==> config.mk <==
export PLATFORM = sky130hd
export DESIGN_NAME = smb_cmd_seq
export DESIGN_NICKNAME = d
export VERILOG_FILES = /design/src/rtl/smb_cmd_seq.sv
export SDC_FILE = /design/constraint.sdc
export NUM_CORES = 1
export LEC_CHECK = 0
export BUFFER_PORTS_ARGS = -buffer_cell sky130_fd_sc_hd__buf_2
export CORE_MARGIN = 2
export CORE_UTILIZATION = 52
export DETAILED_ROUTE_END_ITERATION = 6
export PLACE_DENSITY_LB_ADDON = 0.15
export SYNTH_ARGS = -nofsm -noshare
export SYNTH_HDL_FRONTEND = slang
export SYNTH_SLANG_ARGS = --single-unit
==> constraint.sdc <==
create_clock -name clk -period 2.72 [get_ports clk]
set_input_delay 0.272 -clock clk [delete_from_list [all_inputs] [get_ports clk]]
set_output_delay 0.272 -clock clk [all_outputs]
set_load 0.005 [all_outputs]
==> src/rtl/smb_cmd_seq.sv <==
module smb_cmd_seq #(
  parameter int AW = 16,
  parameter int DW = 32
) (
  input  logic          clk,
  input  logic          rst_n,
  input  logic          rx_valid,
  input  logic          rx_first,
  input  logic [7:0]    rx_data,
  input  logic          rx_stop,
  output logic          rx_ack,
  input  logic          tx_req,
  input  logic          tx_first,
  output logic          tx_ack,
  output logic [7:0]    tx_data,
  output logic          bus_valid,
  output logic          bus_write,
  output logic          bus_cfg,
  output logic [AW-1:0] bus_addr,
  output logic [DW-1:0] bus_wdata,
  input  logic          bus_ready,
  input  logic [DW-1:0] bus_rdata
);
  localparam int AB   = AW / 8;
  localparam int DB   = DW / 8;
  localparam int WR_N = 1 + AB + DB;
  localparam int RD_N = 1 + AB;
  localparam int CW   = $clog2(WR_N + 1);
  localparam int TW   = $clog2(DB + 2);

  logic          in_txn, seq_open, rd_on, avail;
  logic [7:0]    cmd_q;
  logic [CW-1:0] cnt;
  logic [TW-1:0] tcnt;
  logic [DW-1:0] rdata_q;
  logic [7:0]    dsel;

  wire           busy    = in_txn | bus_valid;
  wire           is_rd   = cmd_q[0];
  wire [CW-1:0]  need    = is_rd ? CW'(RD_N) : CW'(WR_N);
  wire           cmd_ok  = !busy && !rx_data[4] && (rx_data[7] || seq_open);
  wire           cmd_acc = rx_valid && rx_first && cmd_ok;

  assign rx_ack  = rx_valid && (rx_first ? cmd_ok : (in_txn && cnt < need));
  wire   rx_take = rx_ack && !rx_first;

  assign tx_ack  = tx_req && (tx_first ? !busy : rd_on);
  wire [TW-1:0] tidx = tx_first ? '0 : tcnt;

  always_comb begin
    if (tidx == '0)             dsel = {7'b0, avail};
    else if (int'(tidx) <= DB)  dsel = 8'(rdata_q >> (DW - 8 * int'(tidx)));
    else                        dsel = 8'hFF;
  end
  assign tx_data = tx_ack ? dsel : 8'h00;

  always_ff @(posedge clk) begin
    if (!rst_n) begin
      in_txn    <= 1'b0;
      seq_open  <= 1'b0;
      rd_on     <= 1'b0;
      avail     <= 1'b0;
      cmd_q     <= '0;
      cnt       <= '0;
      tcnt      <= '0;
      rdata_q   <= '0;
      bus_valid <= 1'b0;
      bus_write <= 1'b0;
      bus_cfg   <= 1'b0;
      bus_addr  <= '0;
      bus_wdata <= '0;
    end else begin
      if (cmd_acc) begin
        in_txn   <= 1'b1;
        cmd_q    <= rx_data;
        cnt      <= CW'(1);
        seq_open <= !rx_data[6];
        if (rx_data[0]) avail <= 1'b0;
      end else if (rx_take) begin
        cnt <= cnt + CW'(1);
        if (cnt <= CW'(AB)) bus_addr  <= {bus_addr[AW-9:0], rx_data};
        else                bus_wdata <= {bus_wdata[DW-9:0], rx_data};
      end

      if (rx_stop && in_txn) begin
        in_txn <= 1'b0;
        if (cnt == need) begin
          bus_valid <= 1'b1;
          bus_write <= !is_rd;
          bus_cfg   <= cmd_q[5];
        end
      end

      if (bus_valid && bus_ready) begin
        bus_valid <= 1'b0;
        if (!bus_write) begin
          rdata_q <= bus_rdata;
          avail   <= 1'b1;
        end
      end

      if (tx_ack) begin
        rd_on <= 1'b1;
        tcnt  <= (tidx == TW'(DB + 1)) ? tidx : tidx + TW'(1);
      end
      if (rx_stop) rd_on <= 1'b0;
    end
  end

  assert_pec_nack_R3: assert property (@(posedge clk) disable iff (!rst_n)
    rx_valid && rx_first && rx_data[4] |-> !rx_ack);

  assert_orphan_nack_R2: assert property (@(posedge clk) disable iff (!rst_n)
    rx_valid && rx_first && !rx_data[7] && !seq_open |-> !rx_ack);

  assert_busy_nack_R8: assert property (@(posedge clk) disable iff (!rst_n)
    bus_valid && ((rx_valid && rx_first) || (tx_req && tx_first)) |-> !rx_ack && !tx_ack);

  assert_req_hold_R10: assert property (@(posedge clk) disable iff (!rst_n)
    bus_valid && !bus_ready |=> bus_valid && $stable(bus_write) && $stable(bus_cfg)
                                && $stable(bus_addr) && $stable(bus_wdata));

  assert_issue_at_stop_R6: assert property (@(posedge clk) disable iff (!rst_n)
    $rose(bus_valid) |-> $past(rx_stop));

  assert_idle_tx_R9: assert property (@(posedge clk) disable iff (!rst_n)
    !tx_ack |-> tx_data == 8'h00);
endmodule

==> Word-level counts from Yosys, hierarchy flattened <==
Cells that the tools add are included.
{ "word_totals": {"memories": 0, "ff_bits": 99, "romBits": 0, "ram_bits": 0, "latchBits": 0} }
{ "classes": {"add_sub_neg": 3, "div_mod_pow": 0, "n_reduce_logical": 26, "order_cmp": 3, "n_shift": 1, "bitwise": 5, "n_mux": 14, "eq_ne": 2, "mul": 0} }
{ "op_table": {"columns": ["cell", "n"], "rows": [
  ["32-bit by 32-bit >> shifter with 8-bit output", 1],
  ["8-bit 2-to-1 mux", 3],
  ["1-bit logical AND", 10],
  ["3-bit 2-to-1 mux", 3],
  ["1-bit 2-to-1 mux", 8],
  ["2-bit OR reduction", 4],
  ["6-bit by 6-bit subtractor with 7-bit output, first input constant", 1],
  ["3-bit by 1-bit adder with 3-bit output, second input constant", 2],
  ["3-bit AND reduction", 2],
  ["1-bit zero test", 5],
  ["1-bit NOT", 4],
  ["2-bit AND reduction", 2],
  ["3-bit equality test", 1],
  ["3-bit equality test, second input constant", 1],
  ["3-bit by 2-bit <= comparator with 1-bit output, second input constant", 1],
  ["3-bit <= comparator, second input constant", 1],
  ["3-bit zero test", 1],
  ["3-bit less-than comparator", 1],
  ["2-bit nonzero test", 1],
  ["1-bit logical OR", 1],
  ["1-bit OR", 1]
]} }

==> Longest topological paths before layout <==
{ "logic_depth": {"word_depth": 9, "mapped_depth": 9, "mapped_depth_nobuf": 7} }

==> Worst setup path before layout <==
OpenSTA, ideal clock, no wires.
{ "synth_path": {"path_type": "reg2out", "startpoint": "reg tcnt[0]", "endpoint": "out tx_data[7]", "required_time_ps": 2448, "arrival_ps": 1964, "setup_slack_ps": 484, "n_path_buf": 2, "stages_incl_launch_ff": 7, "cell_sequence": "dfxtp_1 > nor2b_1 > buf_2 > ha_1 > clkbuf_1 > mux4_2 > a21o_1"} }
{ "synth_between": {"elab_chain_cells": 6} }
{ "synth_lines": {"columns": ["item", "line_no", "source"], "rows": [
  ["start: declaration", "34", "logic [TW-1:0] tcnt;"],
  ["start signal: assignment", "104", "tcnt <= (tidx == TW'(DB + 1)) ? tidx : tidx + TW'(1);"],
  ["3-bit 2-to-1 mux *", "48", "wire [TW-1:0] tidx = tx_first ? '0 : tcnt;"],
  ["6-bit by 6-bit subtractor with 7-bit output", "52", "else if (int'(tidx) <= DB) dsel = 8'(rdata_q >> (DW - 8 * int'(tidx)));"],
  ["32-bit by 32-bit >> shifter with 8-bit output", "52", null],
  ["8-bit 2-to-1 mux", "52", null],
  ["8-bit 2-to-1 mux *", "51", "if (tidx == '0) dsel = {7'b0, avail};"],
  ["8-bit 2-to-1 mux *", "55", "assign tx_data = tx_ack ? dsel : 8'h00;"],
  ["end: declaration", "15", "output logic [7:0] tx_data,"]
]} }
Mark *: on every way between the ends. The rest lies on a longest branch, timed or not.

==> Final worst setup path <==
{ "layout_path": {"startpoint": "reg tcnt[0]", "endpoint": "out tx_data[0]"} }
Same word-level chain as after synthesis.

==> results_dict.tcl <==
set metrics [dict create \
    status "finished clean" \
    fp.dieW_um 92.9 \
    synthTopCellsByArea "dfxtp_1 (46%), mux2i_1 (13%), nor2b_1 (8.7%)" \
    layout_worst_path_cycle_share_pct 92.0 \
    gp_congestion 0.744 \
    synth_nets 464 \
    syn_inst 408 \
    use_met1_pct 30.5 \
    hold_path_class "in2reg" \
    cts-hold-fix-buffers 0 \
    core_area_mm2 0.00769 \
    synthTopCellsByCount "dfxtp_1 (95), nand2_1 (69), nor2b_1 (57), mux2i_1 (54), a21boi_0 (34)" \
    ys_seq_area_share_pct 46.3 \
    power_mw 2.41 \
    dp.cells 601 \
    ant_nets 0 \
    grt_pass1_wl_um 14400 \
    syn_avg_cell_area_um2 10.1 \
    post-cts-setup-buffers 0 \
    die_y_um 92.9 \
    power.density_mw_per_mm2 491 \
    areaGrowthSynthToFinish_pct 19.6 \
    crit_buf_inv 2 \
    clk_latency_ns 0.36 \
    dr.pass1.iters 4 \
    final_layout_size_suffix_gt1_share_pct 29.9 \
    rows 32 \
    cts_root_buf "clkbuf_8" \
    rsz0062_at_grt "false" \
    stdcell_count 617 \
    drcViolationCount 0 \
    start_util_pct 53.5 \
    finClkSkew_ns 0.0123 \
    cts_tree "yes" \
    fin_ws_ns 0.219 \
    max_freq_mhz 400 \
    fin_hold_ws_ns 0.123 \
    ys_ff_latch 95 \
    antenna-diode-count 0 \
    post-route-min-period_ns 2.50 \
    portBuffers 108 \
    routed_wl_um 8660 \
    wl_per_cell_um 14.0 \
    cts_buffers 9 \
    globalRouteOverflowTotal 0 \
    grt_pass1_vias 2957 \
    crit_path_max_fanout 9 \
    start_kind "register" \
    critPathKind "reg2out" \
    busiest_layer "met2" \
    min-delay-start "rx_stop" \
    ios 109 \
    clk_pin_slew_ns 0.09 \
    viasPerCell 4.99 \
    setup_tns_ns 0 \
    finalHoldViolCount 0 \
    grtUsageMet3_pct 4.23 \
    synth-warning-count 0 \
    maxCapViolations 0 \
    synth_edf_count 0 \
    fin_nets 566 \
    vias 3079 \
    first_iter_violations 134 \
    grt_start_max_net_pins 57 \
    preCtsSetupSlack_ns 0.349 \
    path_cells "nor2b_2, buf_4, mux4_2, a311oi_1, nor3_1, buf_2" \
    final_max_slew_viol_count 0 \
    vdd.ir_drop.worst_uv 289 \
    dieArea_mm2 0.00863 \
    reg2reg_from "cnt[1]$_SDFFE_PP0P_" \
    antenna_found_initial 0 \
    grt_use_total_pct 21.0 \
    critPathLaunch "tcnt[0]$_SDFFE_PN0P_" \
    numClockSinks 95 \
    cp.arrival_ns 2.23 \
    synth_ff_type "dfxtp_1" \
    async_flop_share_pct 0 \
    synth_top_cell_by_area "dfxtp_1" \
    reg2reg_slack_ns 0.77 \
    yosysUniqueCellTypes 38 \
    cp.required_ns 2.45 \
    cp-end-kind "primary output" \
    slowest_delay_ns 0.53 \
    worst_pin_slew_ns 0.864 \
    cp_top_family "multiplexers" \
    crit_path_top_delay_cell "mux4_2" \
    setup_viol 0 \
    clock_path_buffers 2 \
    synth_top_area_share_pct 46.3 \
    h-tree-depth 3 \
    yosysMostFrequentCell "dfxtp_1" \
    leakage_nw 2.28 \
    use_met2_pct 30.6 \
    dpl.hpwl_um 6210 \
    synth.cell_area_mm2 0.00411 \
    relSlewSlack_pct 42.4 \
]
[logic make-up (layout without fill, tap and decap cells)]
family	Yosys count	after routing	share of synthesized area, %
and+or+nand+nor	152	152	19.1
DFF	95	95	46.3
AOI/OAI and AO/OA	56	56	10.6
muxes	62	62	17.5
buffers and inverters	34	141	3.89
xor gates and xnor gates	1	1	0.213
adders and majority gates	8	8	2.43
[final timing paths]
path                            depth (start not counted)                    endpoint
worst max-delay path                                    6                  tx_data[0]
worst min-delay path                                    2          rd_on$_SDFFE_PP0P_
worst max register to register                          6  bus_wdata[28]$_SDFFE_PN0P_
worst min register to register                          2    rdata_q[15]$_SDFFE_PN0P_
[routing by layer]
metal | wire length, µm | share of wire, %
met3 | 414 | 4.8
met1 | 4290 | 50
met5 | 0 | 0
met2 | 3820 | 44
met4 | 132 | 1.5
[flip-flops by register name (all words and copies together) (netlist names)]
signal,flops
rdata_q,32
cnt,3
bus_valid,1
seq_open,1
avail,1
bus_addr,16
bus_wdata,32
tcnt,3
in_txn,1
cmd_q,2
bus_write,1
bus_cfg,1
rd_on,1
[cell type report]
type	instances	area, µm²
fill	690	2770
multi-input combinational	279	2070
sequential	95	1900
timing repair buffer	116	601
clock buffer	10	138
tap	102	128
clock inverter	6	50.0
inverter	9	33.8
[what timing repair did]
| item | in CTS | in global routing |
|---|---|---|
| hold endpoints to repair | 0 | 0 |
| setup endpoints to repair | 0 | 1 |
| resized for setup | 0 | 2 |
[placed cells by master (no fill, tap or decap), drive strengths merged]
cell type    n
nand2       69
a311oi       1
nor2b       57
mux4         8
clkinv       1
nor2         6
o21a         2
or2          2
clkinvlp     2
and4bb       1
a211oi       1
a21o         7
nor4         1
o211ai       1
nor3b        3
o221a        3
nand3        2
xnor2        1
a21boi      34
inv         12
nand3b       1
nand2b       2
ha           8
and4b        1
o21ai        4
dfxtp       95
mux2i       54
and2         5
clkbuf      10
buf        116
nand4        1
o211a        2
nor3         1
a21oi        1
[report_power, final]
part,internal (mW),switching (mW)
combinational,0.0690,0.0635
sequential,1.40,0.00487
clock,0.369,0.511
total,1.83,0.579
[metrics by stage]
step                      util, %  instance area [µm²]
after CTS                    63.9                 4910
after floorplan                 -                 4110
after global placement       61.5                 4720
final                        64.0                 4920
after detailed placement     61.5                 4720
after global routing         64.0                 4920
Power figures use the tool's default switching activity.
